<file path="config.mk">
export PLATFORM = sky130hd
export DESIGN_NAME = core_irq_router
export DESIGN_NICKNAME = d
export VERILOG_FILES = /design/src/rtl/core_irq_router_pkg.sv /design/src/rtl/cir_regs.sv /design/src/rtl/cir_core_slice.sv /design/src/rtl/core_irq_router.sv
export SDC_FILE = /design/constraint.sdc
export NUM_CORES = 1
export LEC_CHECK = 0
export ABC_AREA = 1
export BUFFER_PORTS_ARGS = -buffer_cell sky130_fd_sc_hd__buf_2
export CAP_MARGIN = 15
export CORE_AREA = 8 8 169 171
export CTS_BUF_LIST = sky130_fd_sc_hd__clkbuf_4 sky130_fd_sc_hd__clkbuf_8
export DETAILED_ROUTE_END_ITERATION = 12
export DIE_AREA = 0 0 177 179
export GPL_ROUTABILITY_DRIVEN = 1
export SKIP_LAST_GASP = 1
export SLEW_MARGIN = 0
export SYNTH_ARGS = -nofsm -noshare
export SYNTH_HDL_FRONTEND = slang
export SYNTH_SLANG_ARGS = --single-unit
</file>
<file path="constraint.sdc">
create_clock -name clk_i -period 1.3 [get_ports clk_i]
set_input_delay 0.195 -clock clk_i [delete_from_list [all_inputs] [get_ports clk_i]]
set_output_delay 0.195 -clock clk_i [all_outputs]
set_load 0.02 [all_outputs]
</file>
<file path="src/rtl/core_irq_router_pkg.sv">
package core_irq_router_pkg;
  localparam int unsigned ADDR_W = 8;
  localparam int unsigned DATA_W = 32;
  localparam int unsigned PEND_W = 12;

  localparam logic [ADDR_W-1:0] OFF_CTRL = 8'h00;
  localparam logic [ADDR_W-1:0] OFF_PSC  = 8'h08;
  localparam logic [ADDR_W-1:0] OFF_SHR  = 8'h0C;
  localparam logic [ADDR_W-1:0] OFF_PSET = 8'h10;
  localparam logic [ADDR_W-1:0] OFF_PCLR = 8'h14;
  localparam logic [ADDR_W-1:0] OFF_TCFG = 8'h40;
  localparam logic [ADDR_W-1:0] OFF_MCFG = 8'h50;
  localparam logic [ADDR_W-1:0] OFF_PEND = 8'h60;
endpackage

</file>
<file path="src/rtl/cir_regs.sv">
module cir_regs
  import core_irq_router_pkg::*;
#(
  parameter int unsigned NCORE = 4,
  parameter int unsigned NTMR  = 4,
  parameter int unsigned NMBX  = 4,
  parameter int unsigned SEL_W = 2
) (
  input  logic                      clk_i,
  input  logic                      rst_ni,
  input  logic                      we_i,
  input  logic [ADDR_W-1:0]         addr_i,
  input  logic [DATA_W-1:0]         wdata_i,
  input  logic [NCORE*PEND_W-1:0]   pend_i,
  output logic [DATA_W-1:0]         rdata_o,
  output logic [NCORE*2*NTMR-1:0]   tcfg_o,
  output logic [NCORE*2*NMBX-1:0]   mcfg_o,
  output logic [SEL_W-1:0]          shr_irq_sel_o,
  output logic [SEL_W-1:0]          shr_fiq_sel_o,
  output logic [2*NCORE-1:0]        pmu_en_o
);
  localparam int unsigned TW = 2 * NTMR;
  localparam int unsigned MW = 2 * NMBX;
  localparam int unsigned PW = 2 * NCORE;

  logic [DATA_W-1:0]  ctrl_q, psc_q;
  logic [2*SEL_W-1:0] shr_q;
  logic [PW-1:0]      pmu_q;
  logic [TW-1:0]      tcfg_q [NCORE];
  logic [MW-1:0]      mcfg_q [NCORE];

  always_ff @(posedge clk_i or negedge rst_ni) begin
    if (!rst_ni) begin
      ctrl_q <= '0;
      psc_q  <= '0;
      shr_q  <= '0;
      pmu_q  <= '0;
    end else if (we_i) begin
      case (addr_i)
        OFF_CTRL: ctrl_q <= wdata_i;
        OFF_PSC:  psc_q  <= wdata_i;
        OFF_SHR:  shr_q  <= wdata_i[2*SEL_W-1:0];
        OFF_PSET: pmu_q  <= pmu_q | wdata_i[PW-1:0];
        OFF_PCLR: pmu_q  <= pmu_q & ~wdata_i[PW-1:0];
        default: ;
      endcase
    end
  end

  for (genvar c = 0; c < NCORE; c++) begin : g_core
    localparam logic [ADDR_W-1:0] T_ADDR = OFF_TCFG + ADDR_W'(4 * c);
    localparam logic [ADDR_W-1:0] M_ADDR = OFF_MCFG + ADDR_W'(4 * c);

    always_ff @(posedge clk_i or negedge rst_ni) begin
      if (!rst_ni) begin
        tcfg_q[c] <= '0;
        mcfg_q[c] <= '0;
      end else if (we_i) begin
        if (addr_i == T_ADDR) tcfg_q[c] <= wdata_i[TW-1:0];
        if (addr_i == M_ADDR) mcfg_q[c] <= wdata_i[MW-1:0];
      end
    end

    assign tcfg_o[c*TW +: TW] = tcfg_q[c];
    assign mcfg_o[c*MW +: MW] = mcfg_q[c];
  end

  assign shr_irq_sel_o = shr_q[SEL_W-1:0];
  assign shr_fiq_sel_o = shr_q[2*SEL_W-1:SEL_W];
  assign pmu_en_o      = pmu_q;

  always_comb begin
    rdata_o = '0;
    case (addr_i)
      OFF_CTRL:           rdata_o = ctrl_q;
      OFF_PSC:            rdata_o = psc_q;
      OFF_SHR:            rdata_o = DATA_W'(shr_q);
      OFF_PSET, OFF_PCLR: rdata_o = DATA_W'(pmu_q);
      default: begin
        for (int c = 0; c < NCORE; c++) begin
          if (addr_i == OFF_TCFG + ADDR_W'(4 * c)) rdata_o = DATA_W'(tcfg_q[c]);
          if (addr_i == OFF_MCFG + ADDR_W'(4 * c)) rdata_o = DATA_W'(mcfg_q[c]);
          if (addr_i == OFF_PEND + ADDR_W'(4 * c)) rdata_o = DATA_W'(pend_i[c*PEND_W +: PEND_W]);
        end
      end
    endcase
  end
endmodule

</file>
<file path="src/rtl/cir_core_slice.sv">
module cir_core_slice
  import core_irq_router_pkg::*;
#(
  parameter int unsigned NTMR = 4,
  parameter int unsigned NMBX = 4
) (
  input  logic [2*NTMR-1:0] tcfg_i,
  input  logic [2*NMBX-1:0] mcfg_i,
  input  logic [NTMR-1:0]   timer_i,
  input  logic [NMBX-1:0]   mbox_i,
  input  logic              pmu_i,
  input  logic              pmu_irq_en_i,
  input  logic              pmu_fiq_en_i,
  input  logic              shared_i,
  input  logic              shr_irq_hit_i,
  input  logic              shr_fiq_hit_i,
  output logic [PEND_W-1:0] pend_o,
  output logic              irq_o,
  output logic              fiq_o
);
  localparam int unsigned SHR_BIT = NTMR + NMBX;
  localparam int unsigned PMU_BIT = SHR_BIT + 1;

  logic [NTMR-1:0] t_irq, t_fiq;
  logic [NMBX-1:0] m_irq, m_fiq;
  logic            s_irq, s_fiq, p_irq, p_fiq;

  assign t_irq = timer_i & tcfg_i[NTMR-1:0];
  assign t_fiq = timer_i & tcfg_i[2*NTMR-1:NTMR];
  assign m_irq = mbox_i  & mcfg_i[NMBX-1:0];
  assign m_fiq = mbox_i  & mcfg_i[2*NMBX-1:NMBX];
  assign s_irq = shared_i & shr_irq_hit_i;
  assign s_fiq = shared_i & shr_fiq_hit_i;
  assign p_irq = pmu_i & pmu_irq_en_i;
  assign p_fiq = pmu_i & pmu_fiq_en_i;

  always_comb begin
    pend_o = '0;
    pend_o[NTMR-1:0]       = t_irq | t_fiq;
    pend_o[SHR_BIT-1:NTMR] = m_irq | m_fiq;
    pend_o[SHR_BIT]        = s_irq | s_fiq;
    pend_o[PMU_BIT]        = p_irq | p_fiq;
  end

  assign irq_o = (|t_irq) | (|m_irq) | s_irq | p_irq;
  assign fiq_o = (|t_fiq) | (|m_fiq) | s_fiq | p_fiq;
endmodule

</file>
<file path="src/rtl/core_irq_router.sv">
module core_irq_router
  import core_irq_router_pkg::*;
#(
  parameter int unsigned NCORE = 4,
  parameter int unsigned NTMR  = 4,
  parameter int unsigned NMBX  = 4
) (
  input  logic                    clk_i,
  input  logic                    rst_ni,
  input  logic                    reg_we_i,
  input  logic [ADDR_W-1:0]       reg_addr_i,
  input  logic [DATA_W-1:0]       reg_wdata_i,
  output logic [DATA_W-1:0]       reg_rdata_o,
  input  logic [NCORE*NTMR-1:0]   timer_i,
  input  logic [NCORE*NMBX-1:0]   mbox_nz_i,
  input  logic [NCORE-1:0]        pmu_i,
  input  logic                    shared_i,
  output logic [NCORE-1:0]        irq_o,
  output logic [NCORE-1:0]        fiq_o
);
  localparam int unsigned SEL_W = (NCORE > 1) ? $clog2(NCORE) : 1;
  localparam int unsigned TW    = 2 * NTMR;
  localparam int unsigned MW    = 2 * NMBX;

  logic [NCORE*PEND_W-1:0] pend;
  logic [NCORE*TW-1:0]     tcfg;
  logic [NCORE*MW-1:0]     mcfg;
  logic [SEL_W-1:0]        shr_irq_sel, shr_fiq_sel;
  logic [2*NCORE-1:0]      pmu_en;

  cir_regs #(
    .NCORE(NCORE), .NTMR(NTMR), .NMBX(NMBX), .SEL_W(SEL_W)
  ) u_regs (
    .clk_i        (clk_i),
    .rst_ni       (rst_ni),
    .we_i         (reg_we_i),
    .addr_i       (reg_addr_i),
    .wdata_i      (reg_wdata_i),
    .pend_i       (pend),
    .rdata_o      (reg_rdata_o),
    .tcfg_o       (tcfg),
    .mcfg_o       (mcfg),
    .shr_irq_sel_o(shr_irq_sel),
    .shr_fiq_sel_o(shr_fiq_sel),
    .pmu_en_o     (pmu_en)
  );

  for (genvar c = 0; c < NCORE; c++) begin : g_slice
    cir_core_slice #(.NTMR(NTMR), .NMBX(NMBX)) u_slice (
      .tcfg_i       (tcfg[c*TW +: TW]),
      .mcfg_i       (mcfg[c*MW +: MW]),
      .timer_i      (timer_i[c*NTMR +: NTMR]),
      .mbox_i       (mbox_nz_i[c*NMBX +: NMBX]),
      .pmu_i        (pmu_i[c]),
      .pmu_irq_en_i (pmu_en[c]),
      .pmu_fiq_en_i (pmu_en[c+NCORE]),
      .shared_i     (shared_i),
      .shr_irq_hit_i(shr_irq_sel == SEL_W'(c)),
      .shr_fiq_hit_i(shr_fiq_sel == SEL_W'(c)),
      .pend_o       (pend[c*PEND_W +: PEND_W]),
      .irq_o        (irq_o[c]),
      .fiq_o        (fiq_o[c])
    );
  end
endmodule

</file>
==> impl_metrics.env <==
export IMPL_outcome="complete, but fails checks"
export IMPL_violations="setup timing"
export IMPL_cp_start_kind="flip-flop"
export IMPL_min_path_type="primary input to flip-flop"
export IMPL_seqCellArea_sq_mm=0.00351
export IMPL_crit_start="u_regs.mcfg_o[0]"
export IMPL_syn_num_nets=1061
export IMPL_grt_antenna_before_repair=3
export IMPL_fp_dieArea_sq_mm=0.0317
export IMPL_min_from="reg_wdata_i[0]"
export IMPL_finalHoldViolCount=0
export IMPL_coreArea_sq_mm=0.0258
export IMPL_cts_tree="done"
export IMPL_slew_violations=0
export IMPL_nFillCells=2452
export IMPL_holdWs_ns=0.115
export IMPL_ant_nets=0
export IMPL_vias=7920
export IMPL_tightest_slew_ns=0.400
export IMPL_skew_ns=0
export IMPL_chipWidth_um=177
export IMPL_rows=59
export IMPL_setup_viol=40
export IMPL_chipHeight_um=179
export IMPL_drc=0
export IMPL_total_power_mw=9.94
export IMPL_design_portCount=120
export IMPL_drt_wl_total_um=28300
export IMPL_drt_iter0_drc=565
export IMPL_drive_gt1_share_pct=40.2
export IMPL_maxSlewHeadroom_pct=73.3
export IMPL_portBuffers=119
export IMPL_dp_hpwl_um=20700
export IMPL_ys_seq_elements=140
export IMPL_fin_ws_ns=-0.999
export IMPL_power_density_mw_per_mm2=845
export IMPL_finalCritPeriodShare_pct=177
export IMPL_cts_buffer_depth=2
export IMPL_grt_util_all_layers_pct=18.2
export IMPL_crit_arrival_ns=2.10
export IMPL_start_util_pct=29.4
export IMPL_ys_types=34
export IMPL_path_class="flip-flop to output port"
export IMPL_grt_max_degree=50
export IMPL_r2r_start="u_regs.mcfg_o[6]"
export IMPL_grt_pass1_vias=8119
export IMPL_cap_violations=0
export IMPL_clock_fmax_mhz=435
export IMPL_critPathMaxFanout=2
export IMPL_grt_overflow_total=0
export IMPL_clk_pin_slew_ns=0.10
export IMPL_vias_per_cell=4.81
export IMPL_fin_nets=1377
export IMPL_yosysSeqAreaShare_pct=46.2
export IMPL_ir_worst_vdd_mv=0.655
export IMPL_required_ns=1.11
export IMPL_clkLatencyLatePin_ns=0.47
export IMPL_gp_congestion=0.941
export IMPL_diodes=0
export IMPL_cts_sinks=140
export IMPL_synthCells=981
export IMPL_synth_area_per_cell_sq_um=7.73
export IMPL_critPathCaptureType="output port"
export IMPL_ys_warn_count=0
export IMPL_timing_final_crit_period_ns=2.30
export IMPL_clock_root_buffer="clkbuf_8"
export IMPL_rsz0062_at_grt="yes"
export IMPL_firstDrtPassIters=5
export IMPL_numCtsBuffers=17
export IMPL_areaGrowthSynthToFinish_pct=55.0
export IMPL_setup_tns_ns=-21.93
export IMPL_grt_pass1_wl_um=44500
export IMPL_dp_slack_ns=-0.756
export IMPL_wire_per_inst_um=17.2
export IMPL_leakage_nw=6.09
export IMPL_postLayoutCoreUtil_pct=45.7
export IMPL_multi_input_area_sq_mm=0.00404
export IMPL_netlist_area_sq_mm=0.00759
export IMPL_cts_htree_levels=4
state kept, by name, summed over array words and instances (netlist names), named ones only:
register and count:
u_regs.mcfg_o 32, u_regs.tcfg_o 32, u_regs.ctrl_q 32, u_regs.shr_q 4
u_regs.psc_q 32
layout make-up:
| class | count | share of cell area, % |
|---|---|---|
| inverters | 92 | 3.31 |
| flip-flops and latches | 140 | 29.8 |
| clock inverters | 15 | 1.29 |
| well taps | 335 | 3.56 |
| multi-input cells | 701 | 34.4 |
| repair buffers | 345 | 25.7 |
| clock buffers | 17 | 1.99 |
layout by cell type, fill, tap and decap left out, drive strengths merged, types with 2 or more instances in the layout:
| master | count |
|---|---|
| nor4 | 2 |
| nor3 | 5 |
| a22o | 22 |
| clkinvlp | 6 |
| dlygate4sd3 | 25 |
| a221oi | 10 |
| buf | 318 |
| o21ai | 158 |
| a21oi | 5 |
| nand2 | 337 |
| nor2 | 80 |
| clkbuf | 18 |
| nand4 | 34 |
| dfrtp | 140 |
| inv | 99 |
| nand3 | 43 |
cell usage after synthesis:
master	instances	share of area, %
buf_6	5	0.74
o21a_1	1	0.099
a21oi_1	5	0.33
nand4_1	33	2.7
inv_4	3	0.25
nand3_2	1	0.13
a221oi_2	1	0.20
nor4_1	2	0.16
nor2_8	7	1.8
nand2_4	3	0.45
a221oi_1	9	1.0
or2_1	1	0.083
o21ai_2	8	0.92
nand4_4	1	0.28
inv_1	79	3.9
nand3_1	42	2.8
buf_2	14	0.92
nand2_1	318	16
nor2_2	3	0.25
o21ai_1	56	3.7
nor2_4	5	0.74
inv_2	10	0.49
nand3b_1	1	0.099
a22o_1	22	2.5
clkbuf_1	16	0.79
nor3_1	5	0.33
o21bai_1	1	0.099
nor2_1	65	3.2
o21ai_0	94	6.2
dfrtp_1	140	46
nand2_2	16	1.3
buf_4	12	1.2
buf_8	1	0.20
a31oi_1	1	0.083
worst max-delay path, cell delays in order, from the launching register on:
cell,delay (ns)
dfrtp_1,0.42
o21ai_2,0.16
nor2_1,0.07
nor2_2,0.13
nand4_1,0.21
nand2_1,0.14
nand3_2,0.09
nor2_2,0.11
nand4_1,0.11
buf_4,0.19
per-stage QoR:
stage               instance area (sq um)  instances
floorplan                            7880        981
global placement                     9940       1545
detailed placement                   9940       1545
CTS                                 11500       1636
global route                        11800       1645
finish                              11800       1645
layer usage:
| layer | track usage, % | wire length, um |
|---|---|---|
| met4 | 7.64 | 1110 |
| met5 | 0 | 41 |
| met3 | 4.74 | 1760 |
| met1 | 22.3 | 12200 |
| met2 | 29.9 | 13200 |
cells by family after synthesis:
family	share of synthesized area, %
AND/OR/NAND/NOR	30.1
AO/OA/AOI/OAI	15.2
flip-flops	46.2
buffers and inverters	8.49
worst paths after layout:
path | end | cells after the start | slack, ns
hold / removal | flip-flop | 4 | 0.11
min in group asynchronous | u_regs.mcfg_o[5] | 2 | 0.14
setup reg to reg | u_regs.mcfg_o[6] | 5 | 0.29
setup / recovery | reg_rdata_o[4] | 9 | -1.0
max in group asynchronous | u_regs.ctrl_q[6] | 3 | 0.59
hold reg to reg | u_regs.psc_q[8] | 2 | 0.49
power by group:
part           switching, mW  internal (mW)  total, mW
logic                  0.901          0.766       1.67
registers              0.156           4.57       4.72
clock network           1.98           1.57       3.55
total                   3.04           6.90       9.94
timing repair:
action                                 CTS  global route
setup endpoints to repair               40            42
pin swaps                               63            73
gates cloned                             4             0
hold buffers                            25             0
setup buffers                           32            19
endpoints found under the hold margin  185             0
gates resized for setup                179            63
No activity file was read; power rests on OpenSTA's default activity.
